--- config.mk ---
export PLATFORM = sky130hd
export DESIGN_NAME = tlb_victim_picker
export DESIGN_NICKNAME = d
export VERILOG_FILES = /design/src/rtl/tlbvp_pkg.sv /design/src/rtl/vp_rnd.sv /design/src/rtl/vp_moddiv.sv /design/src/rtl/vp_ctrl.sv /design/src/rtl/tlb_victim_picker.sv
export SDC_FILE = /design/constraint.sdc
export NUM_CORES = 1
export LEC_CHECK = 0
export BUFFER_PORTS_ARGS = -buffer_cell sky130_fd_sc_hd__buf_2
export CAP_MARGIN = 20
export CORE_UTILIZATION = 55
export CTS_BUF_LIST = sky130_fd_sc_hd__clkbuf_8
export CTS_CLUSTER_SIZE = 14
export DETAILED_ROUTE_END_ITERATION = 12
export HOLD_SLACK_MARGIN = 0.05
export PLACE_DENSITY = 0.78
export SLEW_MARGIN = 40
export SYNTH_ARGS = -nofsm -noshare
export SYNTH_HDL_FRONTEND = slang
export SYNTH_HIERARCHICAL = 1
export SYNTH_SLANG_ARGS = --single-unit
--- constraint.sdc ---
create_clock -name clk -period 5.45 [get_ports clk]
set_clock_uncertainty 0.15 [all_clocks]
set_input_delay 1.635 -clock clk [delete_from_list [all_inputs] [get_ports clk]]
set_output_delay 1.635 -clock clk [all_outputs]
set_load 0.005 [all_outputs]
--- src/rtl/tlbvp_pkg.sv ---
// Shared constants and types for the victim index generator.
// Assumes a 32-bit random register; the feedback mask is fixed here.
package tlbvp_pkg;
    localparam int          RND_W    = 32;
    localparam logic [31:0] RND_MASK = 32'hD000_0001;
    localparam logic [31:0] RND_SEED = 32'h0000_0001;

    typedef enum logic [0:0] {
        CTL_IDLE = 1'b0,
        CTL_BUSY = 1'b1
    } ctl_state_t;
endpackage

--- src/rtl/vp_rnd.sv ---
// Right-shifting feedback register with a fixed XOR mask.
// It steps when step_i is high and reports the value it steps to, so
// the consumer can use that value in the same cycle as the step.
module vp_rnd
    import tlbvp_pkg::*;
(
    input  logic             clk,
    input  logic             rst_n,
    input  logic             step_i,
    output logic [RND_W-1:0] next_o
);
    logic [RND_W-1:0] cur_q;

    // Next value: shift right, fold in the mask when bit 0 leaves as 1.
    always_comb begin
        next_o = (cur_q >> 1) ^ (cur_q[0] ? RND_MASK : '0);
    end

    // State register, seeded at reset.
    always_ff @(posedge clk) begin
        if (!rst_n) begin
            cur_q <= RND_SEED;
        end else if (step_i) begin
            cur_q <= next_o;
        end
    end
endmodule

--- src/rtl/vp_moddiv.sv ---
// Serial restoring remainder unit: one dividend bit per cycle.
// Assumes divisor_i is nonzero and at most 2**(DIV_W-1); it is held
// stable by the caller from load_i until done_o. done_o is a one-cycle pulse
// after the last bit, with rem_o valid in that cycle.
module vp_moddiv #(
    parameter int DVD_W = 32,
    parameter int DIV_W = 7
) (
    input  logic             clk,
    input  logic             rst_n,
    input  logic             load_i,
    input  logic [DVD_W-1:0] dividend_i,
    input  logic [DIV_W-1:0] divisor_i,
    output logic             done_o,
    output logic [DIV_W-1:0] rem_o
);
    localparam int CNT_W = $clog2(DVD_W + 1);

    logic [DVD_W-1:0] dvd_q;
    logic [DIV_W-1:0] rem_q;
    logic [CNT_W-1:0] left_q;
    logic             busy_q;
    logic             done_q;
    logic [DIV_W:0]   trial;
    logic [DIV_W:0]   diff;
    logic [DIV_W-1:0] rem_nx;

    // One restoring step: bring in the next dividend bit, subtract if it fits.
    always_comb begin
        trial  = {rem_q, dvd_q[DVD_W-1]};
        diff   = trial - {1'b0, divisor_i};
        rem_nx = (trial >= {1'b0, divisor_i}) ? diff[DIV_W-1:0] : trial[DIV_W-1:0];
    end

    // Iteration control and datapath registers.
    always_ff @(posedge clk) begin
        if (!rst_n) begin
            dvd_q  <= '0;
            rem_q  <= '0;
            left_q <= '0;
            busy_q <= 1'b0;
            done_q <= 1'b0;
        end else begin
            done_q <= 1'b0;
            if (load_i) begin
                dvd_q  <= dividend_i;
                rem_q  <= '0;
                left_q <= CNT_W'(DVD_W);
                busy_q <= 1'b1;
            end else if (busy_q) begin
                rem_q  <= rem_nx;
                dvd_q  <= dvd_q << 1;
                left_q <= left_q - 1'b1;
                if (left_q == CNT_W'(1)) begin
                    busy_q <= 1'b0;
                    done_q <= 1'b1;
                end
            end
        end
    end

    assign done_o = done_q;
    assign rem_o  = rem_q;
endmodule

--- src/rtl/vp_ctrl.sv ---
// Request sequencer: latches the bounds, starts candidate computations,
// rejects repeats of the last index and issues the result pulse.
// Assumes the remainder unit answers with one done pulse per load.
module vp_ctrl
    import tlbvp_pkg::*;
#(
    parameter int IDX_W = 6,
    parameter int CNT_W = 7
) (
    input  logic             clk,
    input  logic             rst_n,
    input  logic             req_i,
    input  logic [CNT_W-1:0] wired_i,
    input  logic [CNT_W-1:0] size_i,
    input  logic             div_done_i,
    input  logic [CNT_W-1:0] div_rem_i,
    output logic             step_o,
    output logic             div_load_o,
    output logic [CNT_W-1:0] span_o,
    output logic             ready_o,
    output logic             valid_o,
    output logic [IDX_W-1:0] index_o
);
    ctl_state_t       st_q;
    logic [CNT_W-1:0] wired_q;
    logic [CNT_W-1:0] span_q;
    logic [IDX_W-1:0] prev_q;
    logic             valid_q;
    logic [IDX_W-1:0] index_q;
    logic             accept;
    logic             narrow;
    logic [CNT_W-1:0] cand;
    logic             repeat_hit;

    // Decode acceptance, the narrow-range case and the candidate compare.
    always_comb begin
        accept     = req_i && (st_q == CTL_IDLE);
        narrow     = {1'b0, size_i} <= ({1'b0, wired_i} + 1'b1);
        cand       = div_rem_i + wired_q;
        repeat_hit = cand == {{(CNT_W-IDX_W){1'b0}}, prev_q};
        step_o     = (accept && !narrow) ||
                     ((st_q == CTL_BUSY) && div_done_i && repeat_hit);
        div_load_o = step_o;
    end

    // Sequencer state, latched bounds, last index and result pulse.
    always_ff @(posedge clk) begin
        if (!rst_n) begin
            st_q    <= CTL_IDLE;
            wired_q <= '0;
            span_q  <= CNT_W'(1);
            prev_q  <= '0;
            valid_q <= 1'b0;
            index_q <= '0;
        end else begin
            valid_q <= 1'b0;
            case (st_q)
                CTL_IDLE: begin
                    if (accept) begin
                        if (narrow) begin
                            index_q <= wired_i[IDX_W-1:0];
                            prev_q  <= wired_i[IDX_W-1:0];
                            valid_q <= 1'b1;
                        end else begin
                            wired_q <= wired_i;
                            span_q  <= size_i - wired_i;
                            st_q    <= CTL_BUSY;
                        end
                    end
                end
                CTL_BUSY: begin
                    if (div_done_i && !repeat_hit) begin
                        index_q <= cand[IDX_W-1:0];
                        prev_q  <= cand[IDX_W-1:0];
                        valid_q <= 1'b1;
                        st_q    <= CTL_IDLE;
                    end
                end
                default: st_q <= CTL_IDLE;
            endcase
        end
    end

    assign span_o  = span_q;
    assign ready_o = (st_q == CTL_IDLE);
    assign valid_o = valid_q;
    assign index_o = index_q;
endmodule

--- src/rtl/tlb_victim_picker.sv ---
// Top of the victim index generator. It joins the random register, the
// serial remainder unit and the sequencer. Assumes ENTRY_MAX is a power
// of two and that wired_i < size_i <= ENTRY_MAX for meaningful results.
module tlb_victim_picker
    import tlbvp_pkg::*;
#(
    parameter int ENTRY_MAX = 64,
    localparam int IDX_W    = $clog2(ENTRY_MAX),
    localparam int CNT_W    = IDX_W + 1
) (
    input  logic             clk,
    input  logic             rst_n,
    input  logic             req_i,
    input  logic [CNT_W-1:0] wired_i,
    input  logic [CNT_W-1:0] size_i,
    output logic             ready_o,
    output logic             valid_o,
    output logic [IDX_W-1:0] index_o
);
    logic             step;
    logic             div_load;
    logic             div_done;
    logic [CNT_W-1:0] div_rem;
    logic [CNT_W-1:0] span;
    logic [RND_W-1:0] rnd_next;

    vp_rnd u_rnd (
        .clk    (clk),
        .rst_n  (rst_n),
        .step_i (step),
        .next_o (rnd_next)
    );

    vp_moddiv #(.DVD_W(RND_W), .DIV_W(CNT_W)) u_div (
        .clk        (clk),
        .rst_n      (rst_n),
        .load_i     (div_load),
        .dividend_i (rnd_next),
        .divisor_i  (span),
        .done_o     (div_done),
        .rem_o      (div_rem)
    );

    vp_ctrl #(.IDX_W(IDX_W), .CNT_W(CNT_W)) u_ctrl (
        .clk        (clk),
        .rst_n      (rst_n),
        .req_i      (req_i),
        .wired_i    (wired_i),
        .size_i     (size_i),
        .div_done_i (div_done),
        .div_rem_i  (div_rem),
        .step_o     (step),
        .div_load_o (div_load),
        .span_o     (span),
        .ready_o    (ready_o),
        .valid_o    (valid_o),
        .index_o    (index_o)
    );
endmodule

==> flow_summary.ini <==
[finish]
drive_gt1_share_pct = 8.66
instances_no_fill = 745
synthToLayoutAreaGrowth_pct = 0.941
fin_nets = 656
n_antenna_cell = 0
final_core_util_pct = 58.3
final_cell_area_mm2 = 0.00577

[synthesis]
avgSynthCellArea_um2 = 9.02
yosysWarnings = 6
netlist_instances = 634
ys_seq_area_share_pct = 35.3
ys.flop_type = dfxtp_1
synthesis.area_mm2 = 0.00572
synth_seq_cells = 101
async_flop_share_pct = 0
synth_edf_count = 0
synth_nets = 683
ys_types = 55

[placement]
port_buffers = 24
finalWeightedCongestion = 0.867
dp_cells = 729
placed_area_mm2 = 0.00560
dp_hpwl_mm = 6.91

[drt]
routed_wl_mm = 10.1
drt-initial-drc-count = 202
drtPass1Iterations = 4
avgViaCountPerCell = 5.38
wire_per_inst_um = 13.6
num_vias = 4007
antenna_left = 0
drc = 0

[floorplan]
die_y_um = 104
pin_count = 25
rows = 36
dieArea_mm2 = 0.0108
core_mm2 = 0.00991
start_util_pct = 57.7
die_x_um = 104

[critical_path]
worstPathRequired_ns = 5.61
crit_family = simple AND/OR/NAND/NOR gates
crit_type = primary input to flip-flop
r2r_start = u_div/rem_o[0]$_SDFFE_PP0P_
cp.buffers_inverters = 1
cpPeakStageDelay_ns = 0.56
r2r_slack_ns = 2.01
end_kind = flip-flop
cpMostUsedCell = nand3_1
regToRegEndpoint = u_div/dvd_q[18]$_SDFFE_PN0P_
reg2regPathDepth = 11
critPathArrivalTime_ns = 4.29
crit_fanout = 11
startpoint_type = primary input
crit_slowest_cell = nor2b_1
path_cells = buf_2 -> ha_1 -> nand3_1 -> nor3_1 -> xnor2_1 -> ha_1 -> nand3_1 -> nor2_1 -> a2bb2oi_1 -> nand3_1 -> o21ai_4 -> nor2b_1 -> nand3_1 -> o32a_2 -> o21ai_1

[hold_path]
min_to = u_ctrl/span_o[3]$_SDFFE_PN0P_
min_from = u_ctrl/span_o[3]$_SDFFE_PN0P_
worstHoldPathType = flip-flop to flip-flop
min_path_cells = 2

[clocking]
tritoncts = built
cts_hold_buf = 0
htreeDepth = 3
cts_buffer_depth = 2
cts_root_buffer = clkbuf_8
clock_sinks = 101
insertion_delay_ns = 0.37
post-cts-setup-buffer-count = 0
ctsResizeCount = 0
clk_pin_slew_worst_paths_ns = 0.10
cts_made_buffers = 9

[pwr]
peakVddDrop_v = 0.000198
p_per_area_mw_per_mm2 = 284
p_leak_nw = 2.22

[timing]
setup_viol = 0
fin_hold_ws_ns = 0.312
rsz0062_at_grt = no
slew_violations = 0
worst_slew_pin_slew_ns = 0.809
period_share_pct = 75.9
fmax_mhz = 242
layout_min_cycle_time_ns = 4.14
slew-limit-headroom_pct = 45.8
hold_violations = 0
finalSetupTns_ns = 0

[global_routing]
grt_pass1_vias = 3807
antenna_found_initial = 0
grt_first_pass_wirelength_mm = 17.2
track_usage_pct = 19.3
grt_max_degree = 100
grt-ovfl-total = 0

[job]
maxCapViolations = 0

[outcome]
outcome = complete, no violations
-- cell usage after synthesis, drive strengths merged (2+ instances only) --
master  count  area, um^2
nand3b      2        15.0
o21ai      51         259
dfxtp     101        2020
nor2b      39         244
and3        2        12.5
a21o        3        22.5
nand2b      6        37.5
o211ai      3        22.5
o21bai      4        33.8
a211oi      7        62.6
and2       32         200
a31oi       4        25.0
nor3        4        20.0
nor2       18        67.6
nor3b       2        15.0
o311a       5        50.1
a21boi      8        60.1
clkbuf     18        67.6
nand2      64         240
xnor2      19         174
o221ai      5        43.8
a21oi      18        93.8
inv        29         109
fa          3        60.1
mux2i      64         641
ha         29         363
xor2       14         123
buf        48         395
nand4       3        18.8
nand3      15        75.1
-- layout by cell type (no fill, tap or decap), types with 2 or more instances in the layout --
master | netlist | final
o21bai_1 | 3 | 3
o21ai_0 | 40 | 40
nor3_1 | 4 | 4
buf_4 | 31 | 3
fa_1 | 3 | 3
a211oi_2 | 2 | 2
mux2i_1 | 64 | 64
a211oi_1 | 5 | 5
nor3b_1 | 2 | 2
a21oi_1 | 17 | 17
clkbuf_8 | 0 | 9
nand3_1 | 15 | 15
a21o_1 | 3 | 3
buf_2 | 8 | 24
xor2_1 | 14 | 14
ha_1 | 29 | 29
nand2_1 | 64 | 64
nor2_1 | 18 | 18
a31oi_1 | 4 | 4
xnor2_1 | 18 | 18
nand2b_1 | 6 | 6
nand4_1 | 3 | 3
nand3b_1 | 2 | 2
o221ai_1 | 5 | 5
inv_1 | 28 | 30
nor2b_1 | 39 | 39
and2_1 | 32 | 32
o21ai_1 | 10 | 9
inv_8 | 0 | 2
a21boi_1 | 8 | 8
and3_1 | 2 | 2
o211ai_1 | 3 | 3
dfxtp_1 | 101 | 100
o311a_1 | 5 | 5
-- area by class of cell --
class                   count  area, um^2
clock buffers               9         124
clock inverters             7        51.3
fillers                   897        4140
inverters                  29         109
multi-input cells         438        3140
flip-flops and latches    101        2020
well taps                 133         166
repair buffers             28         163
-- power by group --
group	leakage (nW)	switching [mW]	internal (mW)
sequential	0.819	0.0323	0.771
clock	0.0961	0.268	0.170
combinational	1.30	0.225	0.173
-- registers in the layout, summed over array words and instances (netlist names) --
signal          cells
u_ctrl/index_o      6
u_div/left_q        6
u_ctrl/wired_q      7
u_ctrl/valid_o      1
u_div/busy_q        1
u_rnd/cur_q        32
u_div/done_o        1
u_ctrl/st_q         1
u_ctrl/span_o       7
u_div/rem_o         7
u_div/dvd_q        32
-- per-stage QoR --
step	power, mW	worst slack [ns]
after floorplan	1.15	0.876
after global placement	1.20	1.04
after detailed placement	1.21	0.952
after CTS	1.65	1.36
after global routing	1.73	1.09
final	1.64	1.31
-- logic make-up after synthesis --
logic type                 count (synthesis)  share of synthesized area [%]
and+or+nand+nor                          193                           17.6
AOI/OAI and AO/OA                        115                           12.9
DFF                                      101                           35.3
buffers and inverters                     95                           10.0
muxes                                     64                           11.2
xor gates and xnor gates                  34                           5.58
adders and majority gates                 32                           7.39
-- tightest hold or removal path: stages, from the launching register on --
cell	delay, ns
dfxtp_1	0.32
nand2_1	0.05
a21boi_1	0.05
-- routing by layer --
layer	part of all wire, %	vias to the layer above	GRT usage, %
li1	-	2066	-
met1	47	1858	23.4
met2	48	70	32.8
met3	4.2	13	4.57
met4	1.6	0	7.76
met5	0	-	0
-- how the worst max path moves through the flow --
stage / start / endpoint / slack [ns] / cells after the start
after floorplan: wired_i[2] / u_div/dvd_q[22]$_SDFFE_PN0P_ / 0.88 / 16
after global placement: wired_i[1] / u_div/rem_o[6]$_SDFFE_PP0P_ / 1.04 / 15
after detailed placement: wired_i[1] / u_div/rem_o[6]$_SDFFE_PP0P_ / 0.95 / 15
after CTS: wired_i[1] / u_div/rem_o[6]$_SDFFE_PP0P_ / 1.36 / 15
after global routing: wired_i[1] / u_div/rem_o[6]$_SDFFE_PP0P_ / 1.09 / 15
final: wired_i[1] / u_div/rem_o[6]$_SDFFE_PP0P_ / 1.31 / 15
Power figures use the tool's default switching activity.
